## src/rtl/blkmove_pkg.sv

```systemverilog
package blkmove_pkg;
    typedef enum logic [2:0] {
        ST_IDLE,
        ST_READ,
        ST_WRITE,
        ST_YIELD,
        ST_DONE
    } mv_state_t;
endpackage

```

## src/rtl/blkmove_span.sv

```systemverilog
// Hit when probe lies in [base, base+remain) modulo 2^AW.
module blkmove_span #(
    parameter int AW = 15
) (
    input  logic [AW-1:0] base,
    input  logic [AW:0]   remain,
    input  logic [AW-1:0] probe,
    output logic          hit
);
    logic [AW-1:0] offset;

    always_comb begin
        offset = probe - base;
        hit    = ({1'b0, offset} < remain);
    end
endmodule

```

## src/rtl/blkmove_ilock.sv

```systemverilog
// Compares a processor address against both remaining ranges.
module blkmove_ilock #(
    parameter int AW = 15
) (
    input  logic [AW-1:0] src_ptr,
    input  logic [AW-1:0] dst_ptr,
    input  logic [AW:0]   remain,
    input  logic [AW-1:0] probe,
    output logic          pending
);
    localparam int NSPAN = 2;

    logic [AW-1:0] bases [NSPAN];
    logic [NSPAN-1:0] hits;

    always_comb begin
        bases[0] = src_ptr;
        bases[1] = dst_ptr;
    end

    for (genvar g = 0; g < NSPAN; g++) begin : g_span
        blkmove_span #(.AW(AW)) u_span (
            .base   (bases[g]),
            .remain (remain),
            .probe  (probe),
            .hit    (hits[g])
        );
    end

    assign pending = |hits;
endmodule

```

## src/rtl/blkmove_ctrl.sv

```systemverilog
module blkmove_ctrl
    import blkmove_pkg::*;
#(
    parameter int AW = 15,
    parameter int DW = 72
) (
    input  logic          clk,
    input  logic          rst_n,
    input  logic          cmd_valid,
    input  logic [AW-1:0] cmd_src,
    input  logic [AW-1:0] cmd_dst,
    input  logic [AW-1:0] cmd_len,
    input  logic          cpu_req,
    input  logic [DW-1:0] rd_word,
    output mv_state_t     state,
    output logic [AW-1:0] src_ptr,
    output logic [AW-1:0] dst_ptr,
    output logic [AW:0]   remain,
    output logic          eng_en,
    output logic          eng_we,
    output logic [AW-1:0] eng_addr,
    output logic [DW-1:0] eng_wdata,
    output logic          busy,
    output logic          done,
    output logic          slot_open
);
    mv_state_t state_nx;
    logic      last_word;

    assign last_word = (remain == {{AW{1'b0}}, 1'b1});

    always_ff @(posedge clk) begin
        if (!rst_n) state <= ST_IDLE;
        else        state <= state_nx;
    end

    always_comb begin
        state_nx = state;
        unique case (state)
            ST_IDLE:  if (cmd_valid) state_nx = ST_READ;
            ST_READ:  state_nx = ST_WRITE;
            ST_WRITE: begin
                if (last_word)    state_nx = ST_DONE;
                else if (cpu_req) state_nx = ST_YIELD;
                else              state_nx = ST_READ;
            end
            ST_YIELD: state_nx = ST_READ;
            ST_DONE:  state_nx = ST_IDLE;
            default:  state_nx = ST_IDLE;
        endcase
    end

    always_ff @(posedge clk) begin
        if (!rst_n) begin
            src_ptr <= '0;
            dst_ptr <= '0;
            remain  <= '0;
        end else if (state == ST_IDLE && cmd_valid) begin
            src_ptr <= cmd_src;
            dst_ptr <= cmd_dst;
            remain  <= {1'b0, cmd_len} + 1'b1;
        end else if (state == ST_WRITE) begin
            src_ptr <= src_ptr + 1'b1;
            dst_ptr <= dst_ptr + 1'b1;
            remain  <= remain - 1'b1;
        end
    end

    always_comb begin
        eng_en    = 1'b0;
        eng_we    = 1'b0;
        eng_addr  = src_ptr;
        eng_wdata = rd_word;
        busy      = 1'b1;
        done      = 1'b0;
        slot_open = 1'b0;
        unique case (state)
            ST_IDLE: begin
                busy      = 1'b0;
                slot_open = 1'b1;
            end
            ST_READ: begin
                eng_en   = 1'b1;
                eng_addr = src_ptr;
            end
            ST_WRITE: begin
                eng_en   = 1'b1;
                eng_we   = 1'b1;
                eng_addr = dst_ptr;
            end
            ST_YIELD: slot_open = 1'b1;
            ST_DONE: begin
                done      = 1'b1;
                slot_open = 1'b1;
            end
            default: busy = 1'b0;
        endcase
    end
endmodule

```

## src/rtl/blkmove_portmux.sv

```systemverilog
module blkmove_portmux #(
    parameter int AW = 15,
    parameter int DW = 72
) (
    input  logic          cpu_sel,
    input  logic          eng_en,
    input  logic          eng_we,
    input  logic [AW-1:0] eng_addr,
    input  logic [DW-1:0] eng_wdata,
    input  logic          cpu_we,
    input  logic [AW-1:0] cpu_addr,
    input  logic [DW-1:0] cpu_wdata,
    output logic          mem_en,
    output logic          mem_we,
    output logic [AW-1:0] mem_addr,
    output logic [DW-1:0] mem_wdata
);
    always_comb begin
        if (cpu_sel) begin
            mem_en    = 1'b1;
            mem_we    = cpu_we;
            mem_addr  = cpu_addr;
            mem_wdata = cpu_wdata;
        end else begin
            mem_en    = eng_en;
            mem_we    = eng_we;
            mem_addr  = eng_addr;
            mem_wdata = eng_wdata;
        end
    end
endmodule

```

## src/rtl/blkmove_engine.sv

```systemverilog
module blkmove_engine
    import blkmove_pkg::*;
#(
    parameter int AW = 15,
    parameter int DW = 72
) (
    input  logic          clk,
    input  logic          rst_n,
    input  logic          cmd_valid,
    input  logic [AW-1:0] cmd_src,
    input  logic [AW-1:0] cmd_dst,
    input  logic [AW-1:0] cmd_len,
    output logic          cmd_busy,
    output logic          done,
    input  logic          cpu_req,
    input  logic          cpu_we,
    input  logic [AW-1:0] cpu_addr,
    input  logic [DW-1:0] cpu_wdata,
    output logic          cpu_stall,
    output logic          cpu_rvalid,
    output logic [DW-1:0] cpu_rdata,
    output logic          mem_en,
    output logic          mem_we,
    output logic [AW-1:0] mem_addr,
    output logic [DW-1:0] mem_wdata,
    input  logic [DW-1:0] mem_rdata
);
    mv_state_t     state_w;
    logic [AW-1:0] src_ptr_w;
    logic [AW-1:0] dst_ptr_w;
    logic [AW:0]   remain_w;
    logic          eng_en, eng_we;
    logic [AW-1:0] eng_addr;
    logic [DW-1:0] eng_wdata;
    logic          slot_open;
    logic          pending_w;
    logic          cpu_gnt;

    blkmove_ctrl #(.AW(AW), .DW(DW)) u_ctrl (
        .clk       (clk),
        .rst_n     (rst_n),
        .cmd_valid (cmd_valid),
        .cmd_src   (cmd_src),
        .cmd_dst   (cmd_dst),
        .cmd_len   (cmd_len),
        .cpu_req   (cpu_req),
        .rd_word   (mem_rdata),
        .state     (state_w),
        .src_ptr   (src_ptr_w),
        .dst_ptr   (dst_ptr_w),
        .remain    (remain_w),
        .eng_en    (eng_en),
        .eng_we    (eng_we),
        .eng_addr  (eng_addr),
        .eng_wdata (eng_wdata),
        .busy      (cmd_busy),
        .done      (done),
        .slot_open (slot_open)
    );

    blkmove_ilock #(.AW(AW)) u_ilock (
        .src_ptr (src_ptr_w),
        .dst_ptr (dst_ptr_w),
        .remain  (remain_w),
        .probe   (cpu_addr),
        .pending (pending_w)
    );

    assign cpu_gnt   = cpu_req && slot_open && !pending_w;
    assign cpu_stall = cpu_req && !cpu_gnt;
    assign cpu_rdata = mem_rdata;

    blkmove_portmux #(.AW(AW), .DW(DW)) u_mux (
        .cpu_sel   (cpu_gnt),
        .eng_en    (eng_en),
        .eng_we    (eng_we),
        .eng_addr  (eng_addr),
        .eng_wdata (eng_wdata),
        .cpu_we    (cpu_we),
        .cpu_addr  (cpu_addr),
        .cpu_wdata (cpu_wdata),
        .mem_en    (mem_en),
        .mem_we    (mem_we),
        .mem_addr  (mem_addr),
        .mem_wdata (mem_wdata)
    );

    always_ff @(posedge clk) begin
        if (!rst_n) cpu_rvalid <= 1'b0;
        else        cpu_rvalid <= cpu_gnt && !cpu_we;
    end
endmodule

```

## config.mk

```make
export PLATFORM = sky130hd
export DESIGN_NAME = blkmove_engine
export DESIGN_NICKNAME = d
export VERILOG_FILES = /design/src/rtl/blkmove_pkg.sv /design/src/rtl/blkmove_span.sv /design/src/rtl/blkmove_ilock.sv /design/src/rtl/blkmove_ctrl.sv /design/src/rtl/blkmove_portmux.sv /design/src/rtl/blkmove_engine.sv
export SDC_FILE = /design/constraint.sdc
export NUM_CORES = 1
export LEC_CHECK = 0
export ABC_CLOCK_PERIOD_IN_PS = 7800
export BUFFER_PORTS_ARGS = -buffer_cell sky130_fd_sc_hd__buf_4
export CAP_MARGIN = 20
export CORE_AREA = 2 2 146 148
export DETAILED_ROUTE_END_ITERATION = 7
export DIE_AREA = 0 0 148 150
export PLACE_DENSITY = 0.69
export SLEW_MARGIN = 20
export SYNTH_ARGS = -nofsm -noshare
export SYNTH_HDL_FRONTEND = slang
export SYNTH_SLANG_ARGS = --single-unit
```

## constraint.sdc

```tcl
create_clock -name clk -period 7.8 [get_ports clk]
set_input_delay 0.39 -clock clk [delete_from_list [all_inputs] [get_ports clk]]
set_output_delay 0.39 -clock clk [all_outputs]
set_load 0.005 [all_outputs]
```

### After elaboration in Yosys (flattened, before gate mapping)

Index checks and enable logic that the tools add are counted.

| cells by class | value |
|---|---|
| equality and inequality tests | 6 |
| magnitude comparators | 2 |
| shifts and indexed selects | 0 |
| add/sub/neg operators | 6 |
| multiply operators | 0 |
| div/mod/pow operators | 0 |
| reduce and logical (&&, ||, !) cells | 14 |
| bitwise gates (word level) | 0 |
| muxes and demuxes | 20 |

Operators by type and width:

| operator | number |
|---|---|
| 15-bit two-way mux | 6 |
| 72-bit two-way mux | 1 |
| 15-bit by 16-bit < comparator with 1-bit output | 2 |
| 16-bit two-way mux | 2 |
| 15-bit by 1-bit adder with 15-bit output, second input constant | 2 |
| 15-bit subtractor | 2 |
| 15-bit by 1-bit adder with 16-bit output, second input constant | 1 |
| 16-bit by 1-bit equality test with 1-bit output, second input constant | 1 |
| 16-bit by 1-bit subtractor with 16-bit output, second input constant | 1 |
| 3-bit one-hot mux with 4 select lines | 1 |
| 1-bit two-way mux | 7 |
| 3-bit by 2-bit equality test with 1-bit output, second input constant | 2 |
| 3-bit two-way mux | 2 |
| 1-bit logical AND | 5 |
| 2-bit OR reduction | 2 |
| 4-bit OR reduction | 1 |
| 3-bit by 1-bit equality test with 1-bit output, second input constant | 1 |
| 3-bit equality test, second input constant | 1 |
| 1-bit logical NOT | 3 |
| 3-bit logical NOT | 1 |
| 3-bit OR reduction | 1 |
| 2-bit two-way mux | 1 |
| 2-bit inequality test, second input constant | 1 |
| 2-bit nonzero test | 1 |

| word-level totals | value |
|---|---|
| bits in read-only memories | 0 |
| word-level logic and storage cells | 53 |
| bits of input ports | 209 |
| bits in registers | 50 |
| output and inout port bits | 165 |
| memory bits (writable) | 0 |
| latch bits | 0 |
| memories kept | 0 |

### Depth between registers and ports, before layout

Gate-level depths: netlist of run 1.

| logic depth | value |
|---|---|
| depth after elaboration | 7 |
| depth in mapped cells | 20 |
| depth with buffers taken out | 18 |

### Modules after synthesis

Synthesis of run 1 repeated with hierarchy kept, for this count alone.

| second synthesis, totals | value |
|---|---|
| cells, all modules | 969 |
| area, all modules | 7623.6 um^2 |

By module, submodules not included:

| module | cells each | times used | seq. area each (um^2) | area each (um^2) |
|---|---|---|---|---|
| blkmove_ctrl | 468 | 1 | 980.9 | 3569.7 |
| blkmove_span at u_ilock.g_span[0].u_span | 164 | 1 | 0.0 | 1199.9 |
| blkmove_span at u_ilock.g_span[1].u_span | 160 | 1 | 0.0 | 1158.6 |
| blkmove_portmux | 99 | 1 | 0.0 | 1099.8 |
| blkmove_engine | 77 | 1 | 20.0 | 589.3 |
| blkmove_ilock | 1 | 1 | 0.0 | 6.3 |

### Worst setup path after synthesis of run 1

OpenSTA, ideal clock, no wires.

| timing path | value |
|---|---|
| path kind | input-to-output |
| from | input cpu_addr[0] |
| to | output mem_wdata[63] |
| arrival | 3851 ps |
| slack | 3559 ps |
| cell stages on the path | 18 |
| buffers on the path | 2 |
| required time | 7410 ps |
| path through | inv_1 -> ha_1 -> fa_1 -> nor2b_1 -> o21ai_0 -> a21boi_0 -> o211ai_1 -> a21oi_1 -> or4_1 -> nand3_1 -> ha_1 -> nand4b_1 -> nor4_1 -> a21oi_1 -> nor3_2 -> buf_4 -> buf_2 -> mux2_1 |

| on the way | value |
|---|---|
| cells in the longest elaborated chain, start to end | 6 |
| elaborated cells on any way between the ends | 8 |
| classes of those cells | 2 x add/sub; 2 x order compare; 1 x mux; 3 x reduce/logical |

Ends and longest elaborated chain:

| item | line | RTL |
|---|---|---|
| start: declaration | blkmove_engine.sv:17 | `input logic [AW-1:0] cpu_addr,` |
| 15-bit subtractor | blkmove_span.sv:13 | `offset = probe - base;` |
| 15-bit by 16-bit < comparator with 1-bit output | blkmove_span.sv:14 | `hit = ({1'b0, offset} < remain);` |
| 2-bit OR reduction (*) | blkmove_ilock.sv:30 | `assign pending = \|hits;` |
| 1-bit logical NOT (*) | blkmove_engine.sv:69 | `assign cpu_gnt = cpu_req && slot_open && !pending_w;` |
| 1-bit logical AND (*) | blkmove_engine.sv:69 |  |
| 72-bit two-way mux (*) | blkmove_portmux.sv:19 | `if (cpu_sel) begin` |
| end: declaration | blkmove_engine.sv:25 | `output logic [DW-1:0] mem_wdata,` |

Mark *: on every way between the ends. The rest lies on a longest branch, timed or not.

### Final worst setup path of run 1

| timing path | value |
|---|---|
| from | register u_ctrl.dst_ptr[1] |
| to | output mem_wdata[68] |

| on the way | value |
|---|---|
| cells in the longest elaborated chain, start to end | 6 |

Ends and longest elaborated chain:

| item | line | RTL |
|---|---|---|
| start: declaration | blkmove_ctrl.sv:17 | `output logic [AW-1:0] dst_ptr,` |
| start signal: assignment | blkmove_ctrl.sv:60 | `dst_ptr <= cmd_dst;` |
| start signal: assignment | blkmove_ctrl.sv:64 | `dst_ptr <= dst_ptr + 1'b1;` |
| 15-bit subtractor | blkmove_span.sv:13 |  |
| 15-bit by 16-bit < comparator with 1-bit output | blkmove_span.sv:14 |  |
| 2-bit OR reduction | blkmove_ilock.sv:30 |  |
| 1-bit logical NOT | blkmove_engine.sv:69 |  |
| 1-bit logical AND | blkmove_engine.sv:69 |  |
| 72-bit two-way mux | blkmove_portmux.sv:19 |  |

Every way passes these cells.

==> impl_results.md, run 1 <==
- DRC Markers: 0
- Finished Layout Cells: 1411
- Sw Share: 38.5%
- Worst-path fanout max: 104
- Port Buf Inserts: between 300 and 400
- Uppermost layer routed: met5
- Switch Pwr: 0.000593 W
- Mean post-synth cell area: 7.65 µm²
- Chip width: 148 µm
- Die Ht: 150 µm
- Synth Net Count: 1126
- Hold Buf Count CTS: 0
- Floorplan core area: roughly 21000 µm²
- Util after Layout: roughly 45%
- Initial Util: 31.6%
- HP Class: in -> reg
- Total clock sinks: 50
- Metal2 WL: roughly 13000 µm
- Hold Startpoint: cpu_we
- Initial DRC Count: about 420
- Total grt overflow: 0
- Post-CTS Setup Bufs: 0
- Placed cell count: 1402
- Largest net degree at the start of global routing: roughly 110
- Max Fclk: 186 MHz
- Most frequent cells in the layout: buf_4 (377), nor2_1 (87), nand2_1 (65), ha_1 (61)
- Final wirelength: a little under 30000 µm
- DR vias: 7306
- Peak supply drop: ~0.00011 V
- Placer Congestion: 0.963
- Area growth syn-to-layout: 41.5%
- Fin. max-slew vios: 0
- Vias in the first global route: 6986
- Final net count: 1406
- Global-route wire length before repair: 41500 µm
- CTS max path bufs: 2
- Routed wire length per instance: 20.5 µm
- Startpoint Class: flip-flop
- H-tree depth: 2
- Post-synth EDFFs: 0
- Max cap viols: 0
- TritonCTS Buffers: 5
- Synthesized netlist cell count: 854
- Fin. Hold Viols: 0
- RR Startpoint: u_ctrl.dst_ptr[1]
- Slew Limit Headroom: around 57%
- Setup crit start: u_ctrl.dst_ptr[1]
- CTS tree: yes
- Clock Latency Late Sink: 300 ps
- Kind of critical path: reg -> out
- Drt first pass iters: 5
- YS warnings: 0
- Synth Flop Type: dfxtp_1
- # IOs: 374
- Worst slew pin tran: 636 ps
- ANT nets after route: 0
- Most common cell after layout, fill and taps aside: buf_4
- Req. time, crit path: ~7400 ps
- Wire length on met3: about 2700 µm
- CTS clock-pin slew for the worst setup and hold paths: 70 ps
- Post-synthesis sequential area ratio: between 15 and 20%
- #FFs+latches synth: 50
- Clock Skew: 7.45 ps
- Internal power: 0.000947 W
- Clock power frac: a little under a fifth
- Setup violators final: 0
- Final min period: ~5400 ps
- RSZ-0062 raised after global routing: no
- GRT Total Usage: 24.7%
- Cell Area, Synth: 6530 µm²
- Wire length on met1: 12300 µm
- Critical Path Sink Type: primary output
- Setup_tns: 0 ps
- P_leak: 4.14 nW
- Power share of the sequential group: 20.4%
- Initial antenna violation count: 8
- Clock Tree Root: clkbuf_16
- Pwr Density: 167 nW/µm²
- Arr. time, crit path: 4980 ps
- Combinational power share: 60.4%
- DPL Wire Length: between 20000 and 25000 µm
- Die Area: 22200 µm²
- Share of post-route cells with drive strength above 1: a little under two fifths
- Row Count: 53
- Post-cts sizing count: 0
- Post-route clock period utilization: between 60% and 70%
- Status: complete, no violations
- Via-to-Cell Ratio: 5.18
- Unique masters post-synth: 60
- FFs w/ async S/R, synth: 0%
[sequential cells by signal (all words and copies together) (netlist names)]
name,flops
cpu_rvalid,1
u_ctrl.remain,16
u_ctrl.dst_ptr,15
u_ctrl.state,3
u_ctrl.src_ptr,15
[stage by stage]
stage                     setup WS [ps]  cell area (µm²)  hold WS (ps)  total power, W
after CTS                          2530             9240           254         0.00154
after global routing               2130             9240           270         0.00164
after global placement             2840             9040           470         0.00123
after floorplan                    3560             6530           452        0.000858
after detailed placement           2710             9040           485         0.00124
final                              2430             9250           255         0.00154
[Yosys cell counts (4+ instances only)]
cell type	instances	share of area, %
nand2_1	65	3.7
xnor2_1	47	6.3
o21ai_0	39	3.0
a31oi_1	6	0.57
a311oi_1	6	0.80
or3_1	7	0.67
nor3_1	23	1.8
a21boi_0	5	0.57
nand4_1	14	1.3
a2111oi_0	5	0.67
mux2_1	38	6.6
nor4_1	9	0.86
nand2b_1	10	0.96
nor2b_1	7	0.67
a211oi_1	23	2.6
ha_1	61	12
nor2_1	87	5.0
o22ai_1	4	0.38
nand3_1	21	1.6
dfxtp_1	50	15
xor2_1	11	1.5
a21oi_1	44	3.4
clkbuf_1	21	1.2
and3_1	7	0.67
mux2_2	35	6.0
buf_4	76	8.7
o21a_1	7	0.80
a22oi_1	4	0.46
buf_2	8	0.61
o211ai_1	6	0.69
inv_1	50	2.9
and4_1	5	0.67
a21o_1	8	0.92
[per-layer routing]
metal  vias up  global-route usage, %
met2       292                   40.4
met3        48                   8.20
met4        10                   6.10
li1       3556                      -
met1      3400                   31.3
met5         -                      0
[path summary, 6_finish.rpt]
path                                     endpoint  slack, ps  cells after the start
worst max register to register         cpu_rvalid       3380                     16
worst max-delay path                mem_wdata[68]       2430                     17
worst min-delay path                   cpu_rvalid        250                      2
worst min register to register  u_ctrl.remain[11]        500                      1
[layout make-up]
| type | count | area [µm²] |
|---|---|---|
| diodes | 1 | 2.50 |
| clock buffers | 6 | 139 |
| clock inverters | 2 | 60.1 |
| fillers | 2119 | 11400 |
| inverters | 50 | 188 |
| multi-input cells | 649 | 4660 |
| flip-flops and latches | 50 | 1000 |
| well taps | 275 | 344 |
| repair buffers | 378 | 2850 |
[cell families after synthesis]
group                      count (synthesis)  share of synthesized area [%]
adders and majority gates                 63                           12.3
buffers and inverters                    155                           13.4
AOI/OAI and AO/OA                        179                           17.8
DFF                                       50                           15.3
muxes                                     76                           13.0
xor gates and xnor gates                  58                           7.78
and+or+nand+nor                          273                           20.3
[power groups by stage]
stage | clock network [W] | logic, W | registers, W
6_report | 0.000296 | 0.000930 | 0.000314
5_1_grt | 0.000308 | 0.00102 | 0.000319
4_1_cts | 0.000299 | 0.000932 | 0.000313
3_5_place_dp | 0 | 0.000925 | 0.000319
3_3_place_gp | 0 | 0.000916 | 0.000318
2_1_floorplan | 0 | 0.000548 | 0.000310
[worst max-delay path: stages (launching register included)]
cell and delay (ps):
dfxtp_1 480, inv_1 90, ha_1 280, nor2b_1 130
o21ai_0 240, a21boi_0 240, o211ai_1 290, nand2_1 120
a311oi_1 340, xnor2_1 170, ha_1 280, and4_1 200
a221o_1 350, a41oi_1 380, nor3_4 90, buf_12 210
mux2_1 480, buf_4 160
No activity file was read; power rests on OpenSTA's default activity.
==> run 2: changes to the inputs <==
--- a/config.mk
+++ b/config.mk
@@ -5,13 +5,13 @@
 export SDC_FILE = /design/constraint.sdc
 export NUM_CORES = 1
 export LEC_CHECK = 0
-export ABC_CLOCK_PERIOD_IN_PS = 7800
+export ABC_CLOCK_PERIOD_IN_PS = 4300
 export BUFFER_PORTS_ARGS = -buffer_cell sky130_fd_sc_hd__buf_4
 export CAP_MARGIN = 20
 export CORE_AREA = 2 2 146 148
 export DETAILED_ROUTE_END_ITERATION = 7
 export DIE_AREA = 0 0 148 150
-export PLACE_DENSITY = 0.69
+export PLACE_DENSITY = 0.71
 export SLEW_MARGIN = 20
 export SYNTH_ARGS = -nofsm -noshare
 export SYNTH_HDL_FRONTEND = slang
==> constraint.sdc (replaced) <==
create_clock -name clk -period 4.3 [get_ports clk]
set_input_delay 0.215 -clock clk [delete_from_list [all_inputs] [get_ports clk]]
set_output_delay 0.215 -clock clk [all_outputs]
set_load 0.005 [all_outputs]
==> run 2 against run 1 <==
- the flow now finishes with violations (negative setup slack)
- routed wire length grew 8.7%
- clock power up 55%
- global-route usage grew 1.8 points
- clock skew fell by 0.98 ps
- sequential share of layout area fell by 0.92 points
- count of clock-buffer cells in the layout is the same
- first-iteration DRC count up 4.3%
- largest power group unchanged
==> impl_results.md, run 2 (synthesis results as in run 1) <==
- Final worst slack: -130 ps (was 2430 ps)
- Max reg flops: 16 (unchanged)
- Worst slew pin tran: 633 ps (was 636 ps)
- Drt first pass iters: 5 (unchanged)
- Die Area: 22200 µm² (unchanged)
- CTS clock-pin slew for the worst setup and hold paths: 70 ps (about the same)
- Worst-path fanout max: 8 (was 104)
- FILL cells: 2076 (was 2119)
- Largest Register: u_ctrl.remain (unchanged)
- Share of post-route cells with drive strength above 1: 46.7% (was 37.5%)
- Area after DPL: 9520 µm² (was 9040 µm²)
- DPL Wire Length: 26600 µm (was 24700 µm)
- Routed wire length per instance: 21.1 µm (was 20.5 µm)
- Port Buf Inserts: 373 (unchanged)
- CTS max path bufs: 2 (unchanged)
- Arr. time, crit path: 4220 ps (was 4980 ps)
- Initial DRC Count: 436 (was 418)
- ANT nets after route: 0 (unchanged)
- Startpoint Class: flip-flop (unchanged)
- Clock Latency Late Sink: 300 ps (about the same)
- Clock Tree Root: clkbuf_16 (unchanged)
- Most common cell after layout, fill and taps aside: buf_4 (unchanged)
- Initial antenna violation count: 9 (was 8)
- Max cap viols: 0 (unchanged)
- Largest net degree at the start of global routing: 63 (was 105)
- CTS tree: yes (unchanged)
- Total grt overflow: 0 (unchanged)
- Util after Layout: 49.4% (was 44.7%)
- DR vias: 7743 (was 7306)
- Final net count: 1484 (was 1406)
- Placer Congestion: 0.957 (was 0.963)
- Chip width: 148 µm (unchanged)
- Max Fclk: 226 MHz
- Most frequent cells in the layout: buf_4 (442), nor2_1 (86), nand2_1 (64), ha_1 (55) (was buf_4 (377), nor2_1 (87), nand2_1 (65), ha_1 (61))
- Slew Limit Headroom: 57.8% (was 57.4%)
- Kind of critical path: reg -> out (unchanged)
- Row Count: 53 (unchanged)
- H-tree depth: 2 (unchanged)
- HP Class: in -> reg (unchanged)
- Die Ht: 150 µm (unchanged)
- Total clock sinks: 50 (unchanged)
- Design Power: 0.00314 W (was 0.00154 W)
- Failing checks: negative setup slack
- Post-route cell area: 10200 µm² (was 9250 µm²)
- # IOs: 374 (unchanged)
- P_leak: 4.62 nW (was 4.14 nW)
- Post-route clock period utilization: 103%
- Pre-CTS WS: -201 ps (was 2710 ps)
- Vias in the first global route: 7479 (was 6986)
- Fin. Hold Viols: 0 (unchanged)
- Status: finished with violations (was complete, no violations)
- Global-route wire length before repair: 44100 µm (was 41500 µm)
- Critical Path Sink Type: primary output (unchanged)
- Biggest regs: u_ctrl.remain (16), u_ctrl.dst_ptr (15), u_ctrl.src_ptr (15) (unchanged)
- Fin. max-slew vios: 0 (unchanged)
- Final min period: about 4400 ps
- Pwr Density: 307 nW/µm² (was 167 nW/µm²)
- Peak supply drop: 0.000196 V (was 0.000114 V)
- Final wirelength: 31400 µm (was 28900 µm)
- RSZ-0062 raised after global routing: yes (was no)
- Via-to-Cell Ratio: 5.20 (was 5.18)
- Initial Util: 31.6% (unchanged)
- TritonCTS Buffers: 5 (unchanged)
- Req. time, crit path: 4090 ps (was 7410 ps)
- Area growth syn-to-layout: 56.5% (was 41.5%)
- GRT Total Usage: 26.5% (was 24.7%)
- Setup violators final: 68 (was 0)
- DRC Markers: 0 (unchanged)
- Clock Skew: 6.47 ps (was 7.45 ps)
- Floorplan core area: 20700 µm² (unchanged)
run 2: cell type report:
class	count	area, µm²	area share, %
Multi-Input combinational cell	649	4900	48.0
Antenna cell	2	5.00	0.0490
Inverter	50	188	1.84
Clock buffer	6	129	1.26
Tap cell	275	344	3.37
Timing Repair Buffer	456	3600	35.3
Sequential cell	50	1010	9.90
Clock inverter	2	37.5	0.367
run 2: repair_timing:
action | 4_1_cts | 5_1_grt
hold buffers | 0 | 0
setup buffers | 11 | 4
setup endpoints to repair | 88 | 90
pin swaps | 20 | 12
resized for setup | 49 | 61
gates cloned | 1 | 4
run 2: path summary, 6_finish.rpt:
kind | from | end | slack (ps) | cells after the start
setup / recovery | u_ctrl.dst_ptr[1] | mem_wdata[38] | -130 | 20
hold / removal | cpu_we | cpu_rvalid | 100 | 2
setup reg to reg | u_ctrl.dst_ptr[1] | cpu_rvalid | 660 | 18
hold reg to reg | u_ctrl.remain[11] | u_ctrl.remain[11] | 510 | 1
run 2: stage by stage:
step | setup TNS, ps | cells | hold WS [ps]
final | -4820 | 1490 | 101
after global routing | -16950 | 1490 | 106
after CTS | -1400 | 1482 | 91.0
after detailed placement | -7070 | 1462 | 401
after global placement | -4610 | 1462 | 405
after floorplan | 0 | 854 | 291
run 2: routing by layer:
layer	vias to the layer above	track usage [%]	part of all wire [%]
li1	3721	-	-
met1	3647	32.7	41
met2	313	43.3	46
met3	52	8.99	9.6
met4	10	8.76	3.1
met5	-	0	0.21
run 2: where the power goes:
part / switching [W] / internal (W)
Clock: 0.000184 / 0.000275
Combinational: 0.000984 / 0.00114
Sequential: 0.0000474 / 0.000514
run 2: critical path: stages, from the launching register on:
cell and delay [ps]:
dfxtp_2 330, inv_2 70, ha_4 190, nor2b_4 120, o21ai_4 150, a21boi_2 80, o211ai_1 300, nand2_1 160
a311oi_2 300, xnor2_1 160, ha_1 280, and4_1 180, a221o_1 340, a41oi_2 170, buf_4 150, nor3_4 40
buf_12 150, buf_8 130, clkbuf_16 150, mux2_1 310, buf_4 140
==> run 3: changes to the inputs <==
--- a/config.mk
+++ b/config.mk
@@ -5,13 +5,13 @@
 export SDC_FILE = /design/constraint.sdc
 export NUM_CORES = 1
 export LEC_CHECK = 0
-export ABC_CLOCK_PERIOD_IN_PS = 4300
+export ABC_CLOCK_PERIOD_IN_PS = 4210
 export BUFFER_PORTS_ARGS = -buffer_cell sky130_fd_sc_hd__buf_4
 export CAP_MARGIN = 20
 export CORE_AREA = 2 2 146 148
 export DETAILED_ROUTE_END_ITERATION = 7
 export DIE_AREA = 0 0 148 150
-export PLACE_DENSITY = 0.71
+export PLACE_DENSITY = 0.69
 export SLEW_MARGIN = 20
 export SYNTH_ARGS = -nofsm -noshare
 export SYNTH_HDL_FRONTEND = slang
==> constraint.sdc (replaced) <==
create_clock -name clk -period 4.21 [get_ports clk]
set_input_delay 0.2105 -clock clk [delete_from_list [all_inputs] [get_ports clk]]
set_output_delay 0.2105 -clock clk [all_outputs]
set_load 0.005 [all_outputs]
==> run 3 against run 2 <==
- the run still ends with negative setup slack left
- clock skew increased by 1.3 ps
- power rose by 10%
- hold slack got worse by 16 ps
- critical path depth fell by 1
- sequential cell count did not move
- register-to-register slack worse by 30 ps
- sequential share of layout area fell by 0.56 points
- largest power group unchanged
- count of clock-buffer cells in the layout shrank 1
- die area stayed put
- combinational power rose by 17%
- clock power fell by 11%
- final area increased by 5.9%
==> impl_results.md, run 3 (synthesis results as in run 1) <==
- Critical Path Sink Type: primary output (unchanged)
- Arr. time, crit path: 4150 ps (was 4220 ps)
- H-tree depth: 2 (unchanged)
- Design Power: 0.00346 W (was 0.00314 W)
- FILL cells: 2001 (was 2076)
- Total clock sinks: 50 (unchanged)
- Req. time, crit path: 4000 ps (was 4090 ps)
- Status: finished with violations (unchanged)
- Vias in the first global route: 7396 (was 7479)
- CP cell instances: inv_2 > ha_4 > nor2b_4 > o21ai_2 > a21boi_2 > o211ai_1 > nand2_1 > a311oi_2 > xnor2_1 > ha_1 > and4_1 > a221o_1 > a41oi_2 > nor3_4 > buf_12 > buf_12 > buf_16 > mux2_1 > buf_4 (was inv_2 > ha_4 > nor2b_4 > o21ai_4 > a21boi_2 > o211ai_1 > nand2_1 > a311oi_2 > xnor2_1 > ha_1 > and4_1 > a221o_1 > a41oi_2 > buf_4 > nor3_4 > buf_12 > buf_8 > clkbuf_16 > mux2_1 > buf_4)
- Final net count: 1477 (was 1484)
- Crit path largest cell delay: 350 ps (was 340 ps)
- Slew Limit Headroom: 35.8% (was 57.8%)
- Routed wire length per instance: 21.2 µm (was 21.1 µm)
- Initial Util: 31.6% (unchanged)
- Startpoint Class: flip-flop (unchanged)
- CTS clock-pin slew for the worst setup and hold paths: 70 ps (about the same)
- Max Fclk: about 230 MHz
- Pwr Density: 320 nW/µm² (was 307 nW/µm²)
- Share of post-route cells with drive strength above 1: 49.6% (was 46.7%)
- Via-to-Cell Ratio: 5.21 (was 5.20)
- TritonCTS Buffers: 5 (unchanged)
- Worst slew pin tran: 960 ps (was 633 ps)
- CP most frequent cell: buf_12 (was buf_4)
- Clock Skew: 7.72 ps (was 6.47 ps)
- Setup violators final: 81 (was 68)
- Failing checks: negative setup slack (unchanged)
- # IOs: 374 (unchanged)
- Clock Tree Root: clkbuf_16 (unchanged)
- Worst-path fanout max: 7 (was 8)
- Max stage delay cell, worst path: dfxtp_2 (was a221o_1)
- Pre-CTS WS: -271 ps (was -201 ps)
- Largest net degree at the start of global routing: 50 (was 63)
- Final worst slack: -147 ps (was -130 ps)
- Setup_tns: -5370 ps (was -4820 ps)
- HP Class: in -> reg (unchanged)
- CTS tree: yes (unchanged)
- Global-route wire length before repair: 44200 µm (was 44100 µm)
- Peak supply drop: 0.000162 V (was 0.000196 V)
- Fin. max-slew vios: 0 (unchanged)
- Hold Buf Count CTS: 0 (unchanged)
- Initial antenna violation count: 5 (was 9)
- Total grt overflow: 0 (unchanged)
- Max cap viols: 0 (unchanged)
- CTS max path bufs: 2 (unchanged)
- Chip width: 148 µm (unchanged)
- Max reg flops: 16 (unchanged)
- DR vias: 7744 (was 7743)
- Largest Register: u_ctrl.remain (unchanged)
- Die Area: 22200 µm² (unchanged)
- Final min period: about 4400 ps
- Floorplan core area: 20700 µm² (unchanged)
- Die Ht: 150 µm (unchanged)
- Biggest regs: u_ctrl.remain (16), u_ctrl.dst_ptr (15), u_ctrl.src_ptr (15) (unchanged)
- GRT Total Usage: 26.1% (was 26.5%)
- Kind of critical path: reg -> out (unchanged)
- DPL Wire Length: 25400 µm (was 26600 µm)
- P_leak: 4.93 nW (was 4.62 nW)
- Placer Congestion: 0.976 (was 0.957)
- Fin. Hold Viols: 0 (unchanged)
- Util after Layout: 52.3% (was 49.4%)
- Clock Latency Late Sink: 300 ps (about the same)
- Final wirelength: 31400 µm (about the same)
- Most common cell after layout, fill and taps aside: buf_4 (unchanged)
- Drt first pass iters: 5 (unchanged)
- Initial DRC Count: 500 (was 436)
- Area growth syn-to-layout: 65.8% (was 56.5%)
- Most frequent cells in the layout: buf_4 (356), nor2_1 (86), buf_6 (80), mux2_4 (68), nand2_1 (55) (was buf_4 (442), nor2_1 (86), nand2_1 (64), ha_1 (55))
- DRC Markers: 0 (unchanged)
- ANT nets after route: 0 (unchanged)
- RSZ-0062 raised after global routing: yes (unchanged)
- Post-route clock period utilization: 103%
- Port Buf Inserts: 373 (unchanged)
- Row Count: 53 (unchanged)
## run 3: changes by cell type in the layout (fill, tap and decap cells not counted), moves of 3 or more
| cell | change |
|---|---|
| buf_16 | +5 |
| buf_4 | -86 |
| buf_6 | +78 |
| ha_1 | -4 |
| mux2_1 | -15 |
| mux2_2 | -42 |
| mux2_4 | +57 |
| nand2_1 | -9 |
| nand2_2 | +5 |
| nand2_4 | +4 |
| o21ai_0 | -3 |
## run 3: final timing paths
check / end / startpoint / cells past startpoint / slack, ps
setup / recovery: mem_wdata[50] / u_ctrl.dst_ptr[1] / 19 / -150
hold / removal: cpu_rvalid / cpu_we / 2 / 90
setup reg to reg: cpu_rvalid / u_ctrl.dst_ptr[1] / 17 / 630
hold reg to reg: u_ctrl.remain[11] / u_ctrl.remain[11] / 1 / 490
## run 3: critical path: cells and delay by family, from the launching register on
family / cells / cell delay, ps
and+or+nand+nor: 4 / 510
AOI/OAI and AO/OA: 6 / 1400
DFF: 1 / 350
adders and majority gates: 2 / 480
muxes: 1 / 310
xor gates and xnor gates: 1 / 160
buffers and inverters: 5 / 640
## run 3: where the power goes
group          switching [W]  internal (W)
registers          0.0000473      0.000524
clock network       0.000191      0.000221
logic                0.00111       0.00137
## run 3: metrics by stage
stage / area (µm²) / std cells / hold WS, ps
3_5_place_dp: 9380 / 1444 / 400
6_report: 10800 / 1485 / 85.2
5_1_grt: 10800 / 1482 / 89.5
2_1_floorplan: 6530 / 854 / 287
3_3_place_gp: 9380 / 1444 / 395
4_1_cts: 10000 / 1465 / 85.7
## run 3: repair_timing
action | in CTS | in global routing
gates cloned | 3 | 2
resized for setup | 93 | 173
setup buffers | 10 | 14
pin swaps | 20 | 28
endpoints found under the setup margin | 90 | 90
## run 3: layout make-up
class,count,area [µm²],share of cell area [%]
diodes,4,10.0,0.0924
flip-flops and latches,50,1010,9.35
clock inverters,3,21.3,0.196
inverters,50,188,1.73
well taps,275,344,3.18
multi-input cells,649,5250,48.4
repair buffers,449,3880,35.9
clock buffers,5,125,1.16
## run 3: metal layers
| metal | GRT usage [%] | vias up | wire [µm] |
|---|---|---|---|
| li1 | - | 3702 | - |
| met3 | 6.80 | 27 | 2830 |
| met4 | 4.24 | 2 | 395 |
| met2 | 43.8 | 325 | 14600 |
| met5 | 0 | - | 13 |
| met1 | 34.3 | 3688 | 13500 |
